$ cat src/rtl/uart_tx_pkg.sv
package uart_tx_pkg;
   localparam int BYTE_W = 8;

   typedef enum logic [2:0] {
      ST_IDLE,
      ST_START,
      ST_DATA,
      ST_PAR,
      ST_STOP
   } ser_state_e;

   // lcr field positions
   localparam int LCR_W      = 5;
   localparam int LCR_LONG   = 2;
   localparam int LCR_PEN    = 3;
   localparam int LCR_EVEN   = 4;
endpackage

$ cat src/rtl/uart_tx_fifo.sv
module uart_tx_fifo #(
   parameter int DEPTH = 16,
   parameter int WIDTH = 8
) (
   input  logic                          clk_i,
   input  logic                          rst_i,
   input  logic                          wr_i,
   input  logic [WIDTH-1:0]              wr_data_i,
   input  logic                          rd_i,
   output logic [WIDTH-1:0]              rd_data_o,
   output logic [$clog2(DEPTH+1)-1:0]    count_o,
   output logic                          empty_o,
   output logic                          full_o
);
   localparam int CW = $clog2(DEPTH + 1);
   localparam int AW = (DEPTH > 1) ? $clog2(DEPTH) : 1;
   localparam logic [CW-1:0] FULL_CNT = CW'(DEPTH);
   localparam logic [AW-1:0] LAST_IDX = AW'(DEPTH - 1);

   generate
      if (DEPTH < 2) begin : g_bad_depth
         $error("uart_tx_fifo: DEPTH must be at least 2");
      end
      if (WIDTH < 1) begin : g_bad_width
         $error("uart_tx_fifo: WIDTH must be positive");
      end
   endgenerate

   logic [WIDTH-1:0] mem_q [DEPTH];
   logic [AW-1:0]    wptr_q, rptr_q;
   logic [CW-1:0]    cnt_q;
   logic             push, pop;
   logic [AW-1:0]    wptr_nx, rptr_nx;

   assign empty_o = (cnt_q == '0);
   assign full_o  = (cnt_q == FULL_CNT);
   assign push    = wr_i && !full_o;
   assign pop     = rd_i && !empty_o;

   // pointer advance: free wrap for power-of-two depths, compare otherwise
   generate
      if ((DEPTH & (DEPTH - 1)) == 0) begin : g_pow2
         assign wptr_nx = wptr_q + AW'(1);
         assign rptr_nx = rptr_q + AW'(1);
      end else begin : g_wrap
         assign wptr_nx = (wptr_q == LAST_IDX) ? '0 : wptr_q + AW'(1);
         assign rptr_nx = (rptr_q == LAST_IDX) ? '0 : rptr_q + AW'(1);
      end
   endgenerate

   always_ff @(posedge clk_i) begin
      if (push) mem_q[wptr_q] <= wr_data_i;
   end

   always_ff @(posedge clk_i) begin
      if (rst_i) begin
         wptr_q <= '0;
         rptr_q <= '0;
         cnt_q  <= '0;
      end else begin
         if (push) wptr_q <= wptr_nx;
         if (pop)  rptr_q <= rptr_nx;
         case ({push, pop})
            2'b10:   cnt_q <= cnt_q + CW'(1);
            2'b01:   cnt_q <= cnt_q - CW'(1);
            default: cnt_q <= cnt_q;
         endcase
      end
   end

   assign rd_data_o = mem_q[rptr_q];
   assign count_o   = cnt_q;

   AST_NO_OVERFLOW: assert property (@(posedge clk_i) disable iff (rst_i)
      (full_o && wr_i && !rd_i) |=> (count_o == FULL_CNT));
   AST_NO_UNDERFLOW: assert property (@(posedge clk_i) disable iff (rst_i)
      rd_i |-> !empty_o);
endmodule

$ cat src/rtl/uart_tx_serializer.sv
module uart_tx_serializer
   import uart_tx_pkg::*;
#(
   parameter int OVS = 16
) (
   input  logic              clk_i,
   input  logic              rst_i,
   input  logic              tick_i,
   input  logic              avail_i,
   input  logic [BYTE_W-1:0] data_i,
   input  logic [LCR_W-1:0]  lcr_i,
   output logic              pop_o,
   output logic              busy_o,
   output logic              txd_o
);
   localparam int TW = $clog2(2 * OVS + 1);
   localparam logic [TW-1:0] T_BIT  = TW'(OVS);
   localparam logic [TW-1:0] T_HALF = TW'(OVS + OVS / 2);
   localparam logic [TW-1:0] T_TWO  = TW'(2 * OVS);

   generate
      if (OVS < 4 || (OVS % 2) != 0) begin : g_bad_ovs
         $error("uart_tx_serializer: OVS must be even and at least 4");
      end
   endgenerate

   ser_state_e        state_q;
   logic [TW-1:0]     tcnt_q, stop_t_q, lim;
   logic [2:0]        bidx_q, last_q;
   logic [BYTE_W-1:0] sh_q;
   logic              pen_q, pval_q, txd_q;
   logic              bit_done, load;

   // character format decoded from the line-control input at load time
   logic [BYTE_W-1:0] mask, masked;
   logic [2:0]        last_nx;
   logic              pval_nx;
   logic [TW-1:0]     stop_nx;

   always_comb begin
      mask    = 8'hFF >> (2'd3 - lcr_i[1:0]);
      masked  = data_i & mask;
      last_nx = 3'd4 + {1'b0, lcr_i[1:0]};
      pval_nx = lcr_i[LCR_EVEN] ? (^masked) : ~(^masked);
      if (!lcr_i[LCR_LONG])         stop_nx = T_BIT;
      else if (lcr_i[1:0] == 2'b00) stop_nx = T_HALF;
      else                          stop_nx = T_TWO;
   end

   assign lim      = (state_q == ST_STOP) ? stop_t_q : T_BIT;
   assign bit_done = tick_i && (tcnt_q == lim - TW'(1));
   assign load     = avail_i &&
                     ((state_q == ST_IDLE) || ((state_q == ST_STOP) && bit_done));

   always_ff @(posedge clk_i) begin
      if (rst_i) begin
         state_q  <= ST_IDLE;
         txd_q    <= 1'b1;
         tcnt_q   <= '0;
         stop_t_q <= T_BIT;
         bidx_q   <= '0;
         last_q   <= '0;
         sh_q     <= '0;
         pen_q    <= 1'b0;
         pval_q   <= 1'b0;
      end else if (load) begin
         state_q  <= ST_START;
         txd_q    <= 1'b0;
         tcnt_q   <= '0;
         sh_q     <= masked;
         last_q   <= last_nx;
         pen_q    <= lcr_i[LCR_PEN];
         pval_q   <= pval_nx;
         stop_t_q <= stop_nx;
      end else if ((state_q != ST_IDLE) && tick_i) begin
         if (bit_done) begin
            tcnt_q <= '0;
            case (state_q)
               ST_START: begin
                  state_q <= ST_DATA;
                  txd_q   <= sh_q[0];
                  bidx_q  <= '0;
               end
               ST_DATA: begin
                  if (bidx_q == last_q) begin
                     state_q <= pen_q ? ST_PAR : ST_STOP;
                     txd_q   <= pen_q ? pval_q : 1'b1;
                  end else begin
                     bidx_q <= bidx_q + 3'd1;
                     sh_q   <= {1'b0, sh_q[BYTE_W-1:1]};
                     txd_q  <= sh_q[1];
                  end
               end
               ST_PAR: begin
                  state_q <= ST_STOP;
                  txd_q   <= 1'b1;
               end
               default: begin
                  state_q <= ST_IDLE;
                  txd_q   <= 1'b1;
               end
            endcase
         end else begin
            tcnt_q <= tcnt_q + TW'(1);
         end
      end
   end

   assign pop_o  = load;
   assign busy_o = (state_q != ST_IDLE);
   assign txd_o  = txd_q;

   AST_IDLE_MARK: assert property (@(posedge clk_i) disable iff (rst_i)
      (state_q == ST_IDLE) |-> txd_o);
   AST_START_LOW: assert property (@(posedge clk_i) disable iff (rst_i)
      (state_q == ST_START) |-> !txd_o);
   AST_NO_TICK_FROZEN: assert property (@(posedge clk_i) disable iff (rst_i)
      (!tick_i && busy_o) |=> ($stable(txd_o) && $stable(state_q)));
   AST_STOP_HIGH: assert property (@(posedge clk_i) disable iff (rst_i)
      (state_q == ST_STOP) |-> txd_o);
endmodule

$ cat src/rtl/uart_tx_ready.sv
module uart_tx_ready #(
   parameter int DEPTH = 16
) (
   input  logic                       dma_mode_i,
   input  logic [$clog2(DEPTH+1)-1:0] count_i,
   input  logic                       busy_i,
   output logic                       rdy_n_o,
   output logic                       irq_o
);
   localparam int CW = $clog2(DEPTH + 1);
   localparam logic [CW-1:0] FULL_CNT = CW'(DEPTH);

   logic is_empty, is_full;
   assign is_empty = (count_i == '0);
   assign is_full  = (count_i == FULL_CNT);

   always_comb begin
      if (dma_mode_i) rdy_n_o = is_full;     // free-entry mode
      else            rdy_n_o = !is_empty;   // buffer-empty mode
   end

   assign irq_o = is_empty && !busy_i;
endmodule

$ cat src/rtl/uart_tx_dma.sv
module uart_tx_dma
   import uart_tx_pkg::*;
#(
   parameter int DEPTH = 16,
   parameter int OVS   = 16
) (
   input  logic              clk_i,
   input  logic              rst_i,
   input  logic              baud_tick_i,
   input  logic              wr_i,
   input  logic [7:0]        wr_data_i,
   input  logic [4:0]        lcr_i,
   input  logic              dma_mode_i,
   output logic              txd_o,
   output logic              tx_rdy_n_o,
   output logic              tx_empty_irq_o
);
   localparam int CW = $clog2(DEPTH + 1);

   logic [BYTE_W-1:0] head;
   logic [CW-1:0]     fcount;
   logic              fempty, ffull, fpop, sbusy;

   uart_tx_fifo #(.DEPTH(DEPTH), .WIDTH(BYTE_W)) fifo_i (
      .clk_i     (clk_i),
      .rst_i     (rst_i),
      .wr_i      (wr_i),
      .wr_data_i (wr_data_i),
      .rd_i      (fpop),
      .rd_data_o (head),
      .count_o   (fcount),
      .empty_o   (fempty),
      .full_o    (ffull)
   );

   uart_tx_serializer #(.OVS(OVS)) ser_i (
      .clk_i   (clk_i),
      .rst_i   (rst_i),
      .tick_i  (baud_tick_i),
      .avail_i (!fempty),
      .data_i  (head),
      .lcr_i   (lcr_i),
      .pop_o   (fpop),
      .busy_o  (sbusy),
      .txd_o   (txd_o)
   );

   uart_tx_ready #(.DEPTH(DEPTH)) rdy_i (
      .dma_mode_i (dma_mode_i),
      .count_i    (fcount),
      .busy_i     (sbusy),
      .rdy_n_o    (tx_rdy_n_o),
      .irq_o      (tx_empty_irq_o)
   );

   AST_IRQ_CLEARS: assert property (@(posedge clk_i) disable iff (rst_i)
      (wr_i && !ffull) |=> !tx_empty_irq_o);
   AST_FULL_HOLDS_OFF: assert property (@(posedge clk_i) disable iff (rst_i)
      (dma_mode_i && ffull && !fpop) |=> (tx_rdy_n_o || !dma_mode_i));
   AST_EMPTY_MODE0: assert property (@(posedge clk_i) disable iff (rst_i)
      (!dma_mode_i && wr_i && fempty) |=> (tx_rdy_n_o || fpop || !$stable(dma_mode_i)));
   AST_BACK_TO_BACK: assert property (@(posedge clk_i) disable iff (rst_i)
      (fpop && sbusy) |=> !txd_o);
endmodule

$ cat config.mk
export PLATFORM = sky130hd
export DESIGN_NAME = uart_tx_dma
export DESIGN_NICKNAME = d
export VERILOG_FILES = /design/src/rtl/uart_tx_pkg.sv /design/src/rtl/uart_tx_fifo.sv /design/src/rtl/uart_tx_serializer.sv /design/src/rtl/uart_tx_ready.sv /design/src/rtl/uart_tx_dma.sv
export SDC_FILE = /design/constraint.sdc
export NUM_CORES = 1
export LEC_CHECK = 0
export BUFFER_PORTS_ARGS = -buffer_cell sky130_fd_sc_hd__buf_2
export CAP_MARGIN = 5
export CELL_PAD_IN_SITES_DETAIL_PLACEMENT = 0
export CELL_PAD_IN_SITES_GLOBAL_PLACEMENT = 1
export CORE_ASPECT_RATIO = 1.25
export CORE_MARGIN = 3
export CORE_UTILIZATION = 55
export DETAILED_ROUTE_END_ITERATION = 10
export PLACE_DENSITY_LB_ADDON = 0.1
export SLEW_MARGIN = 0
export SYNTH_ARGS = -nofsm -noshare
export SYNTH_HDL_FRONTEND = slang
export SYNTH_HIERARCHICAL = 1
export SYNTH_SLANG_ARGS = --single-unit
$ cat constraint.sdc
create_clock -name clk_i -period 6.55 [get_ports clk_i]
set_clock_uncertainty 0.2 [all_clocks]
set_input_delay 0.9825 -clock clk_i [delete_from_list [all_inputs] [get_ports clk_i]]
set_output_delay 0.9825 -clock clk_i [all_outputs]
set_load 0.05 [all_outputs]
## After elaboration in Yosys (flattened, before gate mapping)

Memories as Yosys holds them, arrays and structs flattened. A register that Yosys moved wholly into a read port is not among the register bits.
Cells that the tools add are included.

- Flip-flop bits (word level): 45
- Memory bits (writable): 128
- Bits of input ports: 18
- Output and inout bits: 3
- Word-level logic and storage cells: 97
- Memories kept: 1

- $add $sub $neg: 9
- Equal/unequal tests: 13
- Shifts and indexed selects: 1
- Multiplexer cells: 30
- Bitwise logic cells: 3
- Reductions and logical operators: 27

Memory list:

| memory | words | width | rd ports | clocked after Yosys merged registers in | wr ports | line | source |
|---|---|---|---|---|---|---|---|
| fifo_i.mem_q | 16 | 8 | 1 | 1 | 1 | uart_tx_fifo.sv:29 | `logic [WIDTH-1:0] mem_q [DEPTH];` |

Operator list:

| kind | number |
|---|---|
| 8-bit two-way mux | 5 |
| 6-bit two-way mux | 4 |
| 1-bit two-way mux | 12 |
| 5-bit case mux with 2 select lines | 1 |
| 2-bit nonzero test | 5 |
| 3-bit two-way mux | 3 |
| 3-bit case mux with 3 select lines | 1 |
| 4-bit by 1-bit adder with 4-bit output (second input constant) | 2 |
| 8-bit AND | 1 |
| 4-bit two-way mux | 2 |
| 8-bit parity | 1 |
| 8-bit by 2-bit >> shifter with 8-bit output (first input constant) | 1 |
| 1-bit logical AND | 7 |
| 6-bit by 1-bit adder with 6-bit output (second input constant) | 1 |
| 3-bit by 2-bit == test with 1-bit output (second input constant) | 2 |
| 6-bit == test | 1 |
| 3-bit case mux with 2 select lines | 1 |
| 3-bit AND reduction | 2 |
| 6-bit by 1-bit subtractor with 6-bit output (second input constant) | 1 |
| 5-bit by 1-bit adder with 5-bit output (second input constant) | 1 |
| 5-bit == test (second input constant) | 1 |
| 5-bit zero test | 1 |
| 5-bit AND reduction | 1 |
| 5-bit by 1-bit subtractor with 5-bit output (second input constant) | 1 |
| other kinds (21) | 25 |

## Depth between registers and ports, before layout

Gate-level depths: netlist (run 1).

- Depth after elaboration: 11
- Gate-level depth with buffers: 21
- Mapped depth without buffers: 17

## By module

The synthesis (run 1) kept the hierarchy.

By module, submodules not included:

| module | times used | cells each | area an instance (um^2) | seq. area each (um^2) |
|---|---|---|---|---|
| uart_tx_fifo | 1 | 330 | 5,891.9 | 4,184.0 |
| uart_tx_serializer | 1 | 206 | 1,780.5 | 580.6 |
| uart_tx_ready | 1 | 4 | 30.0 | 0.0 |
| uart_tx_dma | 1 | 1 | 3.8 | 0.0 |

## Worst setup path before layout (run 1)

OpenSTA, ideal clock, no wires.

- Path kind: register to register
- From: register ser_i.state_q[2]
- To: register fifo_i.cnt_q[4], in the netlist fifo_i/count_o[4]
- Setup time: 129 ps
- Arrival time: 3,469 ps
- Required time: 6,221 ps
- Path slack: 2,752 ps
- Cell stages (with the launch flop): 22
- Buffers on the path: 4
- Clock period less this slack: 3,798 ps
- Cells stage by stage: dfxtp_1 buf_2 inv_1 nor4_1 ha_1 xor2_1 xnor2_2 a31o_1 buf_6 nand2_8 inv_4 buf_6 o21ai_4 inv_1 ha_1 clkbuf_1 xor2_1 ha_1 nand2_1 o21ai_0 nor3_1 nand4bb_1

- Cells in the longest elaborated chain, start to end: 11
- Elaborated cells between the ends (all ways): 14
- Classes of those cells: add/sub (1); eq/ne (4); mux (2); reduce/logical (7)

Ends and longest elaborated chain:

| item | line | source |
|---|---|---|
| start: declaration | uart_tx_serializer.sv:27 | `ser_state_e state_q;` |
| start signal: assignment | uart_tx_serializer.sv:86 | `state_q <= pen_q ? ST_PAR : ST_STOP;` |
| 3-bit == test | uart_tx_serializer.sv:50, uart_tx_serializer.sv:53 |  |
| 6-bit two-way mux | uart_tx_serializer.sv:50 | `assign lim = (state_q == ST_STOP) ? stop_t_q : T_BIT;` |
| 6-bit by 1-bit subtractor with 6-bit output | uart_tx_serializer.sv:51 | `assign bit_done = tick_i && (tcnt_q == lim - TW'(1));` |
| 6-bit == test | uart_tx_serializer.sv:51 |  |
| 1-bit logical AND | uart_tx_serializer.sv:51 |  |
| 1-bit logical AND | uart_tx_serializer.sv:53 | `((state_q == ST_IDLE) \|\| ((state_q == ST_STOP) && bit_done));` |
| 1-bit logical OR (*) | uart_tx_serializer.sv:53 |  |
| 1-bit logical AND (*) | uart_tx_serializer.sv:52 | `assign load = avail_i &&` |
| named net fpop | uart_tx_dma.sv:22 | `logic fempty, ffull, fpop, sbusy;` |
| 1-bit logical AND (*) | uart_tx_fifo.sv:38 | `assign pop = rd_i && !empty_o;` |
| named net fifo_i.pop | uart_tx_fifo.sv:32 | `logic push, pop;` |
| 2-bit by 1-bit == test with 1-bit output / 2-bit == test (equally long branches) | uart_tx_fifo.sv:63 | `case ({push, pop})` |
| 5-bit case mux with 2 select lines / 2-bit nonzero test (equally long branches) | - |  |
| end signal: assignment | uart_tx_fifo.sv:64 | `2'b10: cnt_q <= cnt_q + CW'(1);` |
| end signal: assignment | uart_tx_fifo.sv:65 | `2'b01: cnt_q <= cnt_q - CW'(1);` |
| end signal: assignment | uart_tx_fifo.sv:66 | `default: cnt_q <= cnt_q;` |
| end: declaration | uart_tx_fifo.sv:31 | `logic [CW-1:0] cnt_q;` |

Mark *: on every way through the listed nets, which the timed path passes. The rest lies on a longest branch.
A chain may end at the register's enable or synchronous reset.

## Worst setup path in the final report (run 1)

Same ends and word-level chain as after synthesis.

==> flow_summary.yaml, run 1 <==
run_status:
  status: "finished clean"
floorplanning:
  core_sq_um: 13500
  initial_core_util: 0.572
  fp.dieW_microns: 112
  num_io_pins: 21
  die_h_microns: 138
  dieArea_sq_um: 15500
  core.rowCount: 47
cts:
  ctsRootBufferMaster: "clkbuf_16"
  cts_made_buffers: 17
  worst_skew_pair.late_latency_ns: 0.43
  h-tree-depth: 4
  cts.sinks: 174
  post_cts.repair.setup_buffers: 0
  postCtsResizedCells: 0
  ctsHoldBuffers: 0
  cts_tree: "done"
  clkTransAtPathRegs_ns: 0.07
  cts_buffer_depth: 2
drt:
  drt_first_pass_iters: 4
  postRouteAntennaNets: 0
  wl_microns: 15000
  num_vias: 4469
  drcViolationCount: 0
  wl_per_cell_microns: 20.4
  drt_iter0_markers: 410
  viasPerCell: 6.10
setup_path:
  critPathKind: "flop to flop"
  crit_fanout: 13
  required_ns: 6.66
  reg2reg_to: "fifo_i/count_o[4]$_SDFFE_PP0P_"
  rrSetupSlack_ns: 2.10
  r2r-start: "ser_i/state_q[2]$_SDFFE_PP0P_"
  crit_path_end_kind: "flop"
  startpoint_type: "flop"
  rr_worst_depth: 16
  arrival_ns: 4.56
job:
  maxCapViolations: 0
grt:
  grt_max_degree: 46
  antenna_found_initial: 0
  grt_usage: 0.205
  grt_overflow: 0
  grt_pass1_vias: 4553
  grt_pass1_wl_microns: 24600
worst_hold_path:
  min_path_cells: 2
  hp-start: "ser_i/stop_t_q[3]$_SDFFE_PP0P_"
  min_delay_worst_endpoint: "ser_i/stop_t_q[3]$_SDFFE_PP0P_"
  hp-class: "flop to flop"
sta:
  final-setup-viol-count: 0
  max_slew_margin: 0.213
  maxSlewViolCount: 0
  rsz0062_at_grt: "false"
  period_share: 0.679
  worst_slew_pin_slew_ns: 1.17
  hold_viol: 0
  max_freq_mhz: 225
  fin_crit_ns: 4.45
  fin_tns_setup_ns: 0
pwr:
  peakVddDrop_mv: 0.314
  cellLeakagePower_nw: 2.85
  cellPowerDensity_nw_per_um2: 370
layout:
  antenna_cells: 0
  multi_input_comb_area_sq_um: 2680
  fillers: 1035
  drive_gt1_frac: 0.203
  area_growth_pct: 9.67
  fin_util: 0.627
  fin_nets: 578
  register_area_sq_um: 4770
place:
  place_hpwl_microns: 10000
  io_buffers: 20
  gp_congestion: 0.758
synthesis:
  synth_cells: 540
  ys_warn_count: 6
  syn_area_sq_um: 7700
  avgSynthCellArea_sq_um: 14.3
  syn-num-nets: 569
## routing by layer
| metal | part of all wire | track usage | vias to the layer above |
|---|---|---|---|
| met2 | 0.53 | 0.350 | 87 |
| met3 | 0.034 | 0.0503 | 13 |
| met5 | 0 | 0 | - |
| met4 | 0.014 | 0.0589 | 0 |
| met1 | 0.42 | 0.259 | 2260 |
| li1 | - | - | 2109 |
## power by group
part           leakage, nW  internal, W  switching [W]
logic                 1.03     0.000322       0.000477
clock network        0.289     0.000570       0.000424
registers             1.53      0.00127      0.0000660
## flip-flops by register name, summed over array words and instances, names as in the netlist, 3 cells and up, named ones only
name            cells
fifo_i/count_o      5
ser_i/last_q        3
ser_i/stop_t_q      3
fifo_i/rptr_q       4
fifo_i/wptr_q       4
fifo_i/mem_q      128
ser_i/state_q       3
ser_i/tcnt_q        6
ser_i/sh_q          8
ser_i/bidx_q        3
## area by class of cell
cell class,instances,share of cell area
tap,171,0.0253
clock inverter,14,0.0187
inverter,14,0.00652
clock buffer,18,0.0508
timing repair buffer,26,0.0172
sequential,174,0.564
multi-input combinational,316,0.317
## critical path, stage by stage, from the launching register on
cell and delay [ns]:
dfxtp_1 0.58, inv_1 0.16, nor4_1 0.34, ha_1 0.22
xor2_1 0.24, xnor2_2 0.18, a31o_1 0.47, nand2_8 0.13
inv_4 0.21, o21ai_4 0.11, inv_1 0.07, ha_1 0.36
xor2_1 0.12, ha_1 0.24, o31ai_1 0.34, o22ai_1 0.14
nand4bb_1 0.21
## cells in the final DEF, fill, tap and decap left out, types with 4 or more instances in the layout
cell and instances:
a311oi_1 7, a211oi_1 4, buf_2 20, clkbuf_16 17, xnor2_1 13, nor2_1 37
edfxtp_1 128, nand3_1 17, ha_1 11, o2111ai_1 6, nor2b_1 7, and3_1 5
dfxtp_1 45, inv_1 12, o21ai_0 16, mux4_2 32, xor2_1 12, nand2b_1 5
a21oi_1 10, o21a_1 4, buf_4 6, mux2i_1 6, a22oi_1 16, nand2_1 28
nor3_1 18, or3_1 4
## stage by stage
stage                     hold slack (ns)  std cells  cell area (sq um)  setup WS, ns  total power (W)
after floorplan                     0.245        540               7700          2.75          0.00201
after global placement              0.264        701               7860          2.39          0.00214
after detailed placement            0.279        701               7860          2.11          0.00215
after CTS                           0.289        733               8450          2.10          0.00315
after global routing                0.311        733               8450          1.76          0.00328
final                               0.293        733               8450          2.10          0.00312
## how the worst max path moves through the flow
stage          cells after the start                        endpoint  slack, ns                           from
2_1_floorplan                     21  fifo_i/count_o[4]$_SDFFE_PP0P_       2.75  ser_i/state_q[2]$_SDFFE_PP0P_
3_3_place_gp                      16  fifo_i/count_o[4]$_SDFFE_PP0P_       2.39  ser_i/state_q[2]$_SDFFE_PP0P_
3_5_place_dp                      17  fifo_i/count_o[4]$_SDFFE_PP0P_       2.11  ser_i/state_q[2]$_SDFFE_PP0P_
4_1_cts                           16  fifo_i/count_o[4]$_SDFFE_PP0P_       2.10  ser_i/state_q[2]$_SDFFE_PP0P_
5_1_grt                           16  fifo_i/count_o[4]$_SDFFE_PP0P_       1.76  ser_i/state_q[2]$_SDFFE_PP0P_
6_report                          16  fifo_i/count_o[4]$_SDFFE_PP0P_       2.10  ser_i/state_q[2]$_SDFFE_PP0P_
(Power assumes the default switching activity.)
==> run 2: changes to the inputs <==
Settings changed: CORE_UTILIZATION 55 to 52.
Clock period 6.55 ns to 4.1 ns, I/O delays scaled along.
==> flow_summary.yaml, run 2 (same netlist as run 1, synthesis figures left out) <==
place:
  place_hpwl_microns: 10600
  post-place-ws_ns: 0.310
  gp_congestion: 0.798
  io_buffers: 20
  dp.cells: 717
sta:
  max_freq_mhz: 267
  period_share: 0.912
  final-setup-viol-count: 0
  rsz0062_at_grt: "false"
  fin_crit_ns: 3.74
  worst_slew_pin_slew_ns: 0.934
  fin_hold_ws_ns: 0.255
  fin_tns_setup_ns: 0
  max_slew_margin: 0.375
  setup_ws_ns: 0.359
  hold_viol: 0
  maxSlewViolCount: 0
cts:
  ctsRootBufferMaster: "clkbuf_16"
  cts_made_buffers: 17
  cts_buffer_depth: 2
  worst_skew_pair.late_latency_ns: 0.42
  clkTransAtPathRegs_ns: 0.07
  post_cts.repair.setup_buffers: 0
  h-tree-depth: 4
  cts.sinks: 174
  cts_tree: "done"
floorplanning:
  fp.dieW_microns: 115
  num_io_pins: 21
  core.rowCount: 49
  core_sq_um: 14500
  initial_core_util: 0.532
  die_h_microns: 142
  dieArea_sq_um: 16300
worst_hold_path:
  hp-start: "lcr_i[3]"
  min_path_cells: 3
  min_delay_worst_endpoint: "ser_i/pen_q$_SDFFE_PP0P_"
  hp-class: "primary input to flop"
layout:
  largest_reg_flops: 128
  final_cells: 748
  final_cell_mix: "edfxtp_1, dfxtp_1, nor2_1, mux4_2, nand2_1"
  antenna_cells: 0
  final_common_cell: "edfxtp_1"
  drive_gt1_frac: 0.212
  area_growth_pct: 10.5
  fin_util: 0.588
  top_regs: "fifo_i/mem_q: 128 flops, ser_i/sh_q: 8 flops, ser_i/tcnt_q: 6 flops"
  regMostFlops: "fifo_i/mem_q"
  fin_nets: 587
job:
  maxCapViolations: 0
pwr:
  cellLeakagePower_nw: 2.88
  peakVddDrop_mv: 0.348
  cellPowerDensity_nw_per_um2: 589
run_status:
  violations: "design-rule violations"
  status: "finished with violations"
grt:
  grt_overflow: 0
  grt_max_degree: 27
  grt_pass1_vias: 4591
  antenna_found_initial: 0
  grt_pass1_wl_microns: 25000
  grt_usage: 0.202
setup_path:
  r2r-start: "ser_i/state_q[0]$_SDFFE_PP0P_"
  crit_path_end_kind: "flop"
  startpoint_type: "flop"
  arrival_ns: 3.84
  critPathKind: "flop to flop"
  reg2reg_to: "fifo_i/count_o[4]$_SDFFE_PP0P_"
  rr_worst_depth: 17
  rrSetupSlack_ns: 0.36
  crit_fanout: 12
  required_ns: 4.20
drt:
  viasPerCell: 6.02
  wl_per_cell_microns: 20.8
  drt_iter0_markers: 360
  drt_first_pass_iters: 8
  wl_microns: 15600
  postRouteAntennaNets: 0
  num_vias: 4505
  drcViolationCount: 1
run 2: cell types whose count changed in the layout (fill, tap and decap cells not counted), sizes merged:
cell,delta
clkinvlp,+1
buf,+9
clkinv,-2
clkbuf,+2
inv,-2
run 2: critical path, cell delays in order, from the launching register on:
cell and delay (ns):
dfxtp_1 0.41, and4bb_2 0.35, inv_1 0.05, ha_1 0.30
xnor2_1 0.14, nor2_1 0.19, a31o_1 0.31, nand2_8 0.11
inv_4 0.10, o21ai_4 0.07, inv_1 0.06, ha_2 0.29
xor2_1 0.17, ha_1 0.23, nand2_1 0.06, o21ai_0 0.29
nor3_1 0.09, nand4bb_1 0.19
run 2: report_power, final:
group | total [W] | internal (W) | switching (W) | leakage (nW)
clock network | 0.00156 | 0.000903 | 0.000656 | 0.273
registers | 0.00215 | 0.00202 | 0.000128 | 1.53
logic | 0.00130 | 0.000542 | 0.000759 | 1.08
run 2: layer usage:
metal,GRT usage,part of all wire,routed length [microns]
met3,0.0396,0.032,495
met1,0.251,0.42,6490
met5,0,0,0
met4,0.0667,0.015,232
met2,0.354,0.54,8370
run 2: how the worst max path moves through the flow:
stage,to,from,slack [ns]
2_1_floorplan,fifo_i/count_o[4]$_SDFFE_PP0P_,ser_i/state_q[2]$_SDFFE_PP0P_,0.30
3_3_place_gp,fifo_i/count_o[4]$_SDFFE_PP0P_,ser_i/state_q[0]$_SDFFE_PP0P_,0.42
3_5_place_dp,fifo_i/count_o[4]$_SDFFE_PP0P_,ser_i/state_q[1]$_SDFFE_PP0P_,0.31
4_1_cts,fifo_i/count_o[4]$_SDFFE_PP0P_,ser_i/state_q[1]$_SDFFE_PP0P_,0.28
5_1_grt,fifo_i/count_o[4]$_SDFFE_PP0P_,ser_i/state_q[1]$_SDFFE_PP0P_,0.04
6_report,fifo_i/count_o[4]$_SDFFE_PP0P_,ser_i/state_q[0]$_SDFFE_PP0P_,0.36
run 2: area by class of cell:
cell class                 count  area [sq um]
clock buffer                  20           437
clock inverter                11           135
fill                        1130          5960
inverter                      14          55.1
multi-input combinational    316          2680
sequential                   174          4770
tap                          178           223
timing repair buffer          35           213
run 2: stage by stage:
stage / cell area (sq um) / total power [W]
global route: 8510 / 0.00526
detailed placement: 7940 / 0.00349
finish: 8510 / 0.00501
CTS: 8510 / 0.00505
floorplan: 7700 / 0.00321
global placement: 7940 / 0.00346
run 2: what timing repair did:
item                       4_1_cts  5_1_grt
setup endpoints to repair        0        1
hold buffers                     0        0
gates resized for setup          0        1
